$ cat config.mk
export PLATFORM = sky130hd
export DESIGN_NAME = sched_leaf
export DESIGN_NICKNAME = d
export VERILOG_FILES = /design/src/rtl/sched_leaf_pkg.sv /design/src/rtl/leaf_task_fsm.sv /design/src/rtl/leaf_lookahead.sv /design/src/rtl/leaf_out_sel.sv /design/src/rtl/sched_leaf.sv
export SDC_FILE = /design/constraint.sdc
export NUM_CORES = 1
export LEC_CHECK = 0
export BUFFER_PORTS_ARGS = -buffer_cell sky130_fd_sc_hd__buf_2
export CORE_MARGIN = 8
export CORE_UTILIZATION = 38
export DETAILED_ROUTE_END_ITERATION = 8
export SYNTH_ARGS = -nofsm -noshare
export SYNTH_HDL_FRONTEND = slang
export SYNTH_SLANG_ARGS = --single-unit
$ cat constraint.sdc
create_clock -name clk -period 3.7 [get_ports clk]
set_input_delay 0.37 -clock clk [delete_from_list [all_inputs] [get_ports clk]]
set_output_delay 0.37 -clock clk [all_outputs]
set_load 0.05 [all_outputs]
$ cat src/rtl/sched_leaf_pkg.sv
package sched_leaf_pkg;

    typedef enum logic [2:0] {
        OP_LOAD     = 3'd0,
        OP_RESTART  = 3'd1,
        OP_HSTEP    = 3'd2,
        OP_GSTEP    = 3'd3,
        OP_REPORT   = 3'd4,
        OP_TICK     = 3'd5,
        OP_DISPATCH = 3'd6,
        OP_FINISH   = 3'd7
    } leaf_op_e;

    typedef enum logic [2:0] {
        TS_IDLE     = 3'd0,
        TS_READY    = 3'd1,
        TS_RUNNING  = 3'd2,
        TS_UNLOADED = 3'd3
    } task_state_e;

    function automatic logic is_active(input task_state_e s);
        return (s == TS_READY) || (s == TS_RUNNING);
    endfunction

endpackage

$ cat src/rtl/leaf_task_fsm.sv
module leaf_task_fsm
    import sched_leaf_pkg::*;
#(
    parameter int DATA_W = 16,
    parameter int ID_W = 8,
    parameter logic [ID_W-1:0] TASK_ID = 8'h2A
) (
    input  logic              clk,
    input  logic              rst_n,
    input  logic              cmd_valid,
    input  leaf_op_e          cmd_op,
    input  logic [ID_W-1:0]   cmd_arg,
    input  logic [DATA_W-1:0] prm_period,
    input  logic [DATA_W-1:0] prm_deadline,
    input  logic [DATA_W-1:0] prm_wcet,
    output task_state_e       state,
    output logic [DATA_W-1:0] stat_period,
    output logic [DATA_W-1:0] stat_wcet,
    output logic [DATA_W-1:0] live_period,
    output logic [DATA_W-1:0] live_deadline,
    output logic [DATA_W-1:0] live_exec
);

    localparam logic [DATA_W-1:0] ONE = DATA_W'(1);

    task_state_e       state_q, state_d;
    logic [DATA_W-1:0] stat_deadline;
    logic              do_load, do_tick, do_disp, do_fin, id_hit, period_end;

    assign do_load    = cmd_valid && (cmd_op == OP_LOAD);
    assign do_tick    = cmd_valid && (cmd_op == OP_TICK) && (state_q != TS_UNLOADED);
    assign do_disp    = cmd_valid && (cmd_op == OP_DISPATCH);
    assign do_fin     = cmd_valid && (cmd_op == OP_FINISH);
    assign id_hit     = (cmd_arg == TASK_ID);
    assign period_end = (live_period == ONE);

    // state register
    always_ff @(posedge clk) begin
        if (!rst_n) state_q <= TS_UNLOADED;
        else        state_q <= state_d;
    end

    // next-state decision
    always_comb begin
        state_d = state_q;
        unique case (state_q)
            TS_UNLOADED: begin
                if (do_load) state_d = TS_READY;
            end
            TS_IDLE: begin
                if (do_load)                     state_d = TS_READY;
                else if (do_tick && period_end)  state_d = TS_READY;
            end
            TS_READY: begin
                if (do_load)                     state_d = TS_READY;
                else if (do_tick && period_end)  state_d = TS_READY;
                else if (do_disp && id_hit)      state_d = TS_RUNNING;
                else if (do_fin && id_hit)       state_d = TS_IDLE;
            end
            TS_RUNNING: begin
                if (do_load)                     state_d = TS_READY;
                else if (do_tick && period_end)  state_d = TS_READY;
                else if (do_tick && live_exec <= ONE) state_d = TS_IDLE;
                else if (do_disp && !id_hit)     state_d = TS_READY;
                else if (do_fin && id_hit)       state_d = TS_IDLE;
            end
            default: state_d = TS_UNLOADED;
        endcase
    end

    // parameter and live counter registers
    always_ff @(posedge clk) begin
        if (!rst_n) begin
            stat_period   <= '0;
            stat_deadline <= '0;
            stat_wcet     <= '0;
            live_period   <= '0;
            live_deadline <= '0;
            live_exec     <= '0;
        end else if (do_load) begin
            stat_period   <= prm_period;
            stat_deadline <= prm_deadline;
            stat_wcet     <= prm_wcet;
            live_period   <= prm_period;
            live_deadline <= prm_deadline;
            live_exec     <= prm_wcet;
        end else if (do_tick) begin
            if (period_end) begin
                live_period   <= stat_period;
                live_deadline <= stat_deadline;
                live_exec     <= stat_wcet;
            end else begin
                live_period <= live_period - ONE;
                if (live_deadline != '0) live_deadline <= live_deadline - ONE;
                if (state_q == TS_RUNNING && live_exec != '0) live_exec <= live_exec - ONE;
            end
        end
    end

    assign state = state_q;

endmodule

$ cat src/rtl/leaf_lookahead.sv
module leaf_lookahead
    import sched_leaf_pkg::*;
#(
    parameter int DATA_W = 16
) (
    input  logic              clk,
    input  logic              rst_n,
    input  logic              cmd_valid,
    input  leaf_op_e          cmd_op,
    input  logic              active,
    input  logic [DATA_W-1:0] stat_period,
    input  logic [DATA_W-1:0] stat_wcet,
    input  logic [DATA_W-1:0] live_period,
    input  logic [DATA_W-1:0] live_deadline,
    input  logic [DATA_W-1:0] live_exec,
    output logic [DATA_W-1:0] restart_word,
    output logic [DATA_W-1:0] h_word,
    output logic [DATA_W-1:0] g_word
);

    localparam logic [DATA_W-1:0] ONE = DATA_W'(1);

    logic [DATA_W-1:0] la_period, la_deadline, saved_rem;
    logic              rst_flag;
    logic [DATA_W-1:0] la_deadline_dec, la_period_dec;
    logic              h_hit, g_hit;

    assign la_deadline_dec = la_deadline - ONE;
    assign la_period_dec   = la_period - ONE;
    assign h_hit           = (la_deadline_dec == '0);
    assign g_hit           = (la_period_dec == '0);

    assign restart_word = active ? live_exec : '0;
    assign h_word       = !h_hit ? '0 : (rst_flag ? saved_rem : stat_wcet);
    assign g_word       = g_hit ? stat_wcet : '0;

    always_ff @(posedge clk) begin
        if (!rst_n) begin
            la_period   <= '0;
            la_deadline <= '0;
            saved_rem   <= '0;
            rst_flag    <= 1'b0;
        end else if (cmd_valid) begin
            case (cmd_op)
                OP_RESTART: begin
                    la_deadline <= live_deadline;
                    la_period   <= live_period;
                    saved_rem   <= restart_word;
                    rst_flag    <= active;
                end
                OP_HSTEP: begin
                    la_deadline <= la_deadline_dec;
                    if (h_hit) rst_flag <= 1'b0;
                end
                OP_GSTEP: begin
                    if (g_hit) begin
                        la_period   <= stat_period;
                        la_deadline <= la_deadline + stat_period;
                    end else begin
                        la_period <= la_period_dec;
                    end
                end
                default: ;
            endcase
        end
    end

endmodule

$ cat src/rtl/leaf_out_sel.sv
module leaf_out_sel
    import sched_leaf_pkg::*;
#(
    parameter int DATA_W = 16,
    parameter int ID_W = 8,
    parameter logic [ID_W-1:0] TASK_ID = 8'h2A
) (
    input  logic              clk,
    input  logic              rst_n,
    input  logic              cmd_valid,
    input  leaf_op_e          cmd_op,
    input  logic              active,
    input  logic [DATA_W-1:0] live_deadline,
    input  logic [DATA_W-1:0] restart_word,
    input  logic [DATA_W-1:0] h_word,
    input  logic [DATA_W-1:0] g_word,
    output logic              out_valid,
    output logic [2:0]        out_op,
    output logic [DATA_W-1:0] out_data,
    output logic [ID_W-1:0]   out_id
);

    logic [DATA_W-1:0] word_d;
    logic [ID_W-1:0]   id_d;

    always_comb begin
        id_d = '0;
        unique case (cmd_op)
            OP_REPORT: begin
                word_d = active ? live_deadline : '1;
                id_d   = TASK_ID;
            end
            OP_RESTART: word_d = restart_word;
            OP_HSTEP:   word_d = h_word;
            OP_GSTEP:   word_d = g_word;
            default:    word_d = '0;
        endcase
    end

    always_ff @(posedge clk) begin
        if (!rst_n || !cmd_valid) begin
            out_valid <= 1'b0;
            out_op    <= '0;
            out_data  <= '0;
            out_id    <= '0;
        end else begin
            out_valid <= 1'b1;
            out_op    <= cmd_op;
            out_data  <= word_d;
            out_id    <= id_d;
        end
    end

endmodule

$ cat src/rtl/sched_leaf.sv
module sched_leaf
    import sched_leaf_pkg::*;
#(
    parameter int DATA_W = 16,
    parameter int ID_W = 8,
    parameter logic [ID_W-1:0] TASK_ID = 8'h2A
) (
    input  logic              clk,
    input  logic              rst_n,
    input  logic              cmd_valid,
    input  logic [2:0]        cmd_op,
    input  logic [ID_W-1:0]   cmd_arg,
    input  logic [DATA_W-1:0] prm_period,
    input  logic [DATA_W-1:0] prm_deadline,
    input  logic [DATA_W-1:0] prm_wcet,
    output logic              out_valid,
    output logic [2:0]        out_op,
    output logic [DATA_W-1:0] out_data,
    output logic [ID_W-1:0]   out_id,
    output logic [2:0]        task_state
);

    leaf_op_e          op;
    task_state_e       st;
    logic              active;
    logic [DATA_W-1:0] stat_period, stat_wcet;
    logic [DATA_W-1:0] live_period, live_deadline, live_exec;
    logic [DATA_W-1:0] restart_word, h_word, g_word;

    assign op         = leaf_op_e'(cmd_op);
    assign active     = is_active(st);
    assign task_state = st;

    leaf_task_fsm #(.DATA_W(DATA_W), .ID_W(ID_W), .TASK_ID(TASK_ID)) u_fsm (
        .clk(clk), .rst_n(rst_n), .cmd_valid(cmd_valid), .cmd_op(op), .cmd_arg(cmd_arg),
        .prm_period(prm_period), .prm_deadline(prm_deadline), .prm_wcet(prm_wcet),
        .state(st), .stat_period(stat_period), .stat_wcet(stat_wcet),
        .live_period(live_period), .live_deadline(live_deadline), .live_exec(live_exec)
    );

    leaf_lookahead #(.DATA_W(DATA_W)) u_look (
        .clk(clk), .rst_n(rst_n), .cmd_valid(cmd_valid), .cmd_op(op), .active(active),
        .stat_period(stat_period), .stat_wcet(stat_wcet),
        .live_period(live_period), .live_deadline(live_deadline), .live_exec(live_exec),
        .restart_word(restart_word), .h_word(h_word), .g_word(g_word)
    );

    leaf_out_sel #(.DATA_W(DATA_W), .ID_W(ID_W), .TASK_ID(TASK_ID)) u_out (
        .clk(clk), .rst_n(rst_n), .cmd_valid(cmd_valid), .cmd_op(op), .active(active),
        .live_deadline(live_deadline), .restart_word(restart_word),
        .h_word(h_word), .g_word(g_word),
        .out_valid(out_valid), .out_op(out_op), .out_data(out_data), .out_id(out_id)
    );

endmodule

After elaboration in Yosys (flattened, before gate mapping)
Index checks and enable logic that the tools add are counted.

storage, ports and cells
  register bits after elaboration = 176
  output and inout bits = 31

cells by class
  add/subtract/negate cells = 6
  order comparisons = 1
  equality and inequality tests = 17
  multiplexer cells = 37
  reductions and logical operators = 35

operator list
  operator                                                                 count
  16-bit 2-to-1 mux                                                        18
  16-bit by 1-bit subtractor with 16-bit output (second input constant)    5
  16-bit one-hot mux with 4 select lines                                   1
  16-bit one-hot mux with 3 select lines                                   1
  3-bit 2-to-1 mux                                                         11
  16-bit zero test                                                         2
  16-bit one-hot mux with 2 select lines                                   1
  16-bit nonzero test                                                      2
  16-bit adder                                                             1
  16-bit by 1-bit equality test with 1-bit output (second input constant)  1
  16-bit by 1-bit <= comparator with 1-bit output (second input constant)  1
  3-bit by 2-bit equality test with 1-bit output (second input constant)   4
  3-bit equality test (second input constant)                              4
  3-bit one-hot mux with 4 select lines                                    1
  1-bit logical AND                                                        11
  2-bit AND reduction                                                      5
  3-bit nonzero test                                                       3
  8-bit by 6-bit equality test with 1-bit output (second input constant)   1
  3-bit by 1-bit equality test with 1-bit output (second input constant)   2
  3-bit zero test                                                          2
  6-bit 2-to-1 mux                                                         1
  2-bit by 1-bit != test with 1-bit output (second input constant)         3
  3-bit AND reduction                                                      2
  2-bit nonzero test                                                       3
  6 further kinds                                                          10

Longest topological paths before layout
  depth after elaboration = 9
  mapped depth = 11
  mapped depth without buffers = 9

Cells and area by module
A second synthesis with hierarchy kept.

second synthesis, totals
  cell total of the unflattened synthesis = 1,418
  area total of the unflattened synthesis = 11,068.1 um^2

modules (own cells, without submodules)
  module          instances  cells an instance  area each (um^2)  sequential area each (um^2)
  leaf_task_fsm   1          686                5,472.7           1,981.9
  leaf_lookahead  1          598                4,413.0           980.9
  leaf_out_sel    1          132                1,169.9           420.4
  sched_leaf      1          2                  12.5              0.0

Least setup slack after synthesis
OpenSTA, ideal clock, no wires.

  path kind = register -> register
  from = reg u_look.la_period[0]
  to = reg u_look.la_deadline[15]
  library setup time = 0.117 ns
  arrival time = 2.648 ns
  path slack = 0.934 ns
  stages on the path, launching flop included = 10
  cell sequence = dfxtp_1 > inv_1 > ha_1 > nor4b_1 > nand4_1 > xnor2_1 > nor4_4 > o21a_1 > mux2_2 > a32o_1

between the ends
  cells in the longest elaborated chain, start to end = 4

RTL lines
  element                                                    line                  text
  from (decl)                                                leaf_lookahead.sv:23  logic [DATA_W-1:0] la_period, la_deadline, saved_rem;
  from (signal assigned)                                     leaf_lookahead.sv:47  la_period <= live_period;
  from (signal assigned)                                     leaf_lookahead.sv:57  la_period <= stat_period;
  from (signal assigned)                                     leaf_lookahead.sv:60  la_period <= la_period_dec;
  16-bit by 1-bit subtractor with 16-bit output              leaf_lookahead.sv:29  assign la_period_dec = la_period - ONE;
  16-bit zero test                                           leaf_lookahead.sv:31  assign g_hit = (la_period_dec == '0);
  2-bit by 1-bit != test with 1-bit output (no source line)  --
  3-bit AND reduction (no source line)                       --
  to (signal assigned)                                       leaf_lookahead.sv:46  la_deadline <= live_deadline;
  to (signal assigned)                                       leaf_lookahead.sv:52  la_deadline <= la_deadline_dec;
  to (signal assigned)                                       leaf_lookahead.sv:58  la_deadline <= la_deadline + stat_period;
  to (decl)                                                  leaf_lookahead.sv:23

Every way passes these cells.
A chain may end at the register's enable or synchronous reset.

Final worst setup path
  from = reg u_look.la_period[0]
  to = reg u_out.out_data[8]

between the ends
  cells in the longest elaborated chain, start to end = 4

RTL lines
  element                                        line                  text
  16-bit by 1-bit subtractor with 16-bit output  leaf_lookahead.sv:29
  16-bit zero test                               leaf_lookahead.sv:31
  16-bit 2-to-1 mux                              leaf_lookahead.sv:35  assign g_word = g_hit ? stat_wcet : '0;
  16-bit one-hot mux with 4 select lines         leaf_out_sel.sv:28    unique case (cmd_op)
  to (signal assigned)                           leaf_out_sel.sv:49    out_data <= word_d;
  to (decl)                                      leaf_out_sel.sv:19    output logic [DATA_W-1:0] out_data,

Every way passes these cells.

==> results_dict.tcl <==
set metrics [dict create \
    fin_crit_sh_pct 83.3 \
    drtIter0Drc 947 \
    clk_pin_slew_ns 0.08 \
    die_area_um2 30800 \
    r2r_cells 10 \
    antenna_cells 0 \
    grt_pass1_wl_um 51100 \
    p_switching_mw 1.61 \
    period_needed_ns 3.08 \
    required_ns 4.09 \
    seq_area_um2 3380 \
    post_cts_buffers 0 \
    synth_edf_count 0 \
    finalPower_mw 4.84 \
    post_cts_resized 0 \
    start_util_pct 38.5 \
    cts_buffer_depth 2 \
    hold_slack_ns 0.169 \
    drc 0 \
    tightest_slew_ns 1.26 \
    die_w_um 175 \
    switching_share_pct 33.3 \
    netlist_instances 1277 \
    cp_max_fo 16 \
    cts_buffers 17 \
    rows 58 \
    seq_area_frac_synth_pct 35.0 \
    cts_root_buf "clkbuf_16" \
    skew_ns 0.0115 \
    drv_slew 0 \
    finalSetupTns_ns 0 \
    grt.total_usage_pct 20.6 \
    critPathSlowestCell "and4_1" \
    overflow 0 \
    yosys_most_used_dff "dfxtp_1" \
    routed_wl_um 32100 \
    final_nets 1410 \
    clock_latency_ns 0.44 \
    synth-seq-cells 169 \
    synth_area_um2 9670 \
    vdd_ir_drop_max_v 0.000229 \
    cts_tree "yes" \
    hp-class "in -> reg" \
    portBuffers 87 \
    drive_gt1_share_pct 12.9 \
    p_seq_share_pct 41.4 \
    clock-sinks 169 \
    async_flop_share_pct 0 \
    drt-pass1-iter-count 5 \
    synth_area_per_cell_um2 7.57 \
    final_util_pct 43.7 \
    max_freq_mhz 325 \
    arrival_ns 3.47 \
    rsz0062_at_grt "false" \
    htree_levels 4 \
    wl_per_cell_um 19.3 \
    outcome "finished, final reports clean" \
    synth_cell_type_count 71 \
    p_int_mw 3.23 \
    final_common_cell "nand2_1" \
    dp.final_hpwl_um 22700 \
    finalSetupViolCount 0 \
    area_growth_pct 13.5 \
    coreArea_um2 25100 \
    viasPerCell 5.79 \
    p_clk_share_pct 36.8 \
    grt_antenna_before_repair 0 \
    ant_nets 0 \
    fillerInstances 2593 \
    cts_hold_buffers 0 \
    worst-path-buf-inv 2 \
    min_path_cells 3 \
    final_cells 1665 \
    multi_input_area_um2 5840 \
    final_cell_mix "nand2_1 (208), dfxtp_1 (169), a21oi_1 (150), o21ai_0 (119), buf_2 (87)" \
    drv_cap 0 \
    dr_total_vias 9640 \
    endpoint_kind "flop" \
    power_frac_comb_pct 21.7 \
    place_inst 1633 \
    fp.dieH_um 175 \
    place_ws_ns 0.690 \
    grt_max_degree 86 \
    ios 93 \
    layout_setup_ws_ns 0.619 \
    cp_top_family "simple AND/OR/NAND/NOR gates" \
    finalInstanceArea_um2 11000 \
    powerDensity_nw_per_um2 441 \
    crit_cells 10 \
    first_global_vias 9103 \
    path_class "reg -> reg" \
    hold_viol 0 \
    p_leak_nw 4.29 \
    cpPeakStageDelay_ns 0.73 \
    placed_cell_area_um2 10400 \
    cp_cell_sequence "inv_1, ha_1, nor4b_1, buf_4, nand4_1, xnor2_1, nor4_1, and4_1, o21ai_0, nand2_1" \
    relSlewSlack_pct 15.6 \
    place_congestion 0.922 \
    setup.worst_path.start_class "flop" \
    synth-warning-count 0 \
]
## routing by layer
metal	GRT usage [%]	vias to the layer above	part of all wire, %
li1	-	4743	-
met4	7.77	0	2.8
met2	33.2	337	47
met5	0	-	0
met1	27.0	4498	44
met3	3.71	62	6.3
## kinds of logic (layout without fill, tap and decap cells)
kind of cell | after synthesis | in the layout | share of synthesized area (%)
xor+xnor | 54 | 54 | 4.89
simple gates | 434 | 434 | 21.3
other cells | 1 | 6 | 0.0388
mux | 5 | 5 | 0.544
fa+ha+maj | 26 | 26 | 3.44
flops | 169 | 169 | 35.0
compound gates | 468 | 468 | 29.7
buf+inv | 120 | 173 | 5.07
## worst paths after layout
| path | slack (ns) | to | start |
|---|---|---|---|
| worst max-delay path | 0.62 | u_out.out_data[8] | u_look.la_period[0] |
| worst min-delay path | 0.17 | u_fsm.stat_period[3] | prm_period[3] |
| worst max register to register | 0.62 | u_out.out_data[8] | u_look.la_period[0] |
| worst min register to register | 0.46 | u_fsm.stat_deadline[5] | u_fsm.stat_deadline[5] |
## worst register-to-register path: cells and delay by family, from the launching register on
family	cells	cell delay [ns]
simple gates	5	1.80
flops	1	0.34
xor+xnor	1	0.22
compound gates	1	0.16
buf+inv	2	0.29
fa+ha+maj	1	0.23
## cell usage after synthesis, drive strengths merged, types with 3 or more instances
cell / n / area, µm²
o221ai: 7 / 61.3
a221oi: 4 / 35.0
or4: 6 / 48.8
and3: 8 / 50.1
xnor2: 34 / 298
a2bb2oi: 9 / 78.8
nor2: 71 / 267
o21a: 6 / 45.0
and2: 5 / 31.3
a22o: 17 / 149
xor2: 20 / 175
o21ai: 121 / 609
nand2: 210 / 788
nand2b: 11 / 68.8
nor4b: 5 / 50.0
nor4bb: 3 / 30.0
mux2i: 3 / 30.0
nor4: 18 / 164
a31o: 5 / 43.8
nand3: 27 / 135
inv: 22 / 82.6
a31oi: 44 / 275
nand3b: 3 / 22.5
nor2b: 8 / 50.1
nand4: 8 / 50.1
or3: 13 / 81.3
buf: 24 / 130
a211oi: 18 / 135
a311oi: 3 / 26.3
nor3: 33 / 175
a21oi: 150 / 751
o41ai: 4 / 35.0
o211ai: 44 / 330
a21o: 10 / 75.1
clkbuf: 73 / 274
o311ai: 4 / 35.0
a211o: 3 / 26.3
dfxtp: 169 / 3380
ha: 25 / 313
a41oi: 3 / 26.3
## layout make-up
| class | instances | share of cell area [%] |
|---|---|---|
| repair buffers | 118 | 6.09 |
| flip-flops and latches | 169 | 30.8 |
| clock buffers | 18 | 3.91 |
| well taps | 330 | 3.76 |
| multi-input cells | 993 | 53.2 |
| clock inverters | 14 | 1.41 |
| inverters | 23 | 0.787 |
## power by group through the flow
stage	registers [mW]	clock network [mW]	logic [mW]
after floorplan	2.00	0	0.809
after global placement	2.04	0	1.04
after detailed placement	2.04	0	1.04
after CTS	2.00	1.81	1.05
after global routing	2.01	1.90	1.18
final	2.00	1.78	1.05
No activity file was read; power rests on OpenSTA's default activity.
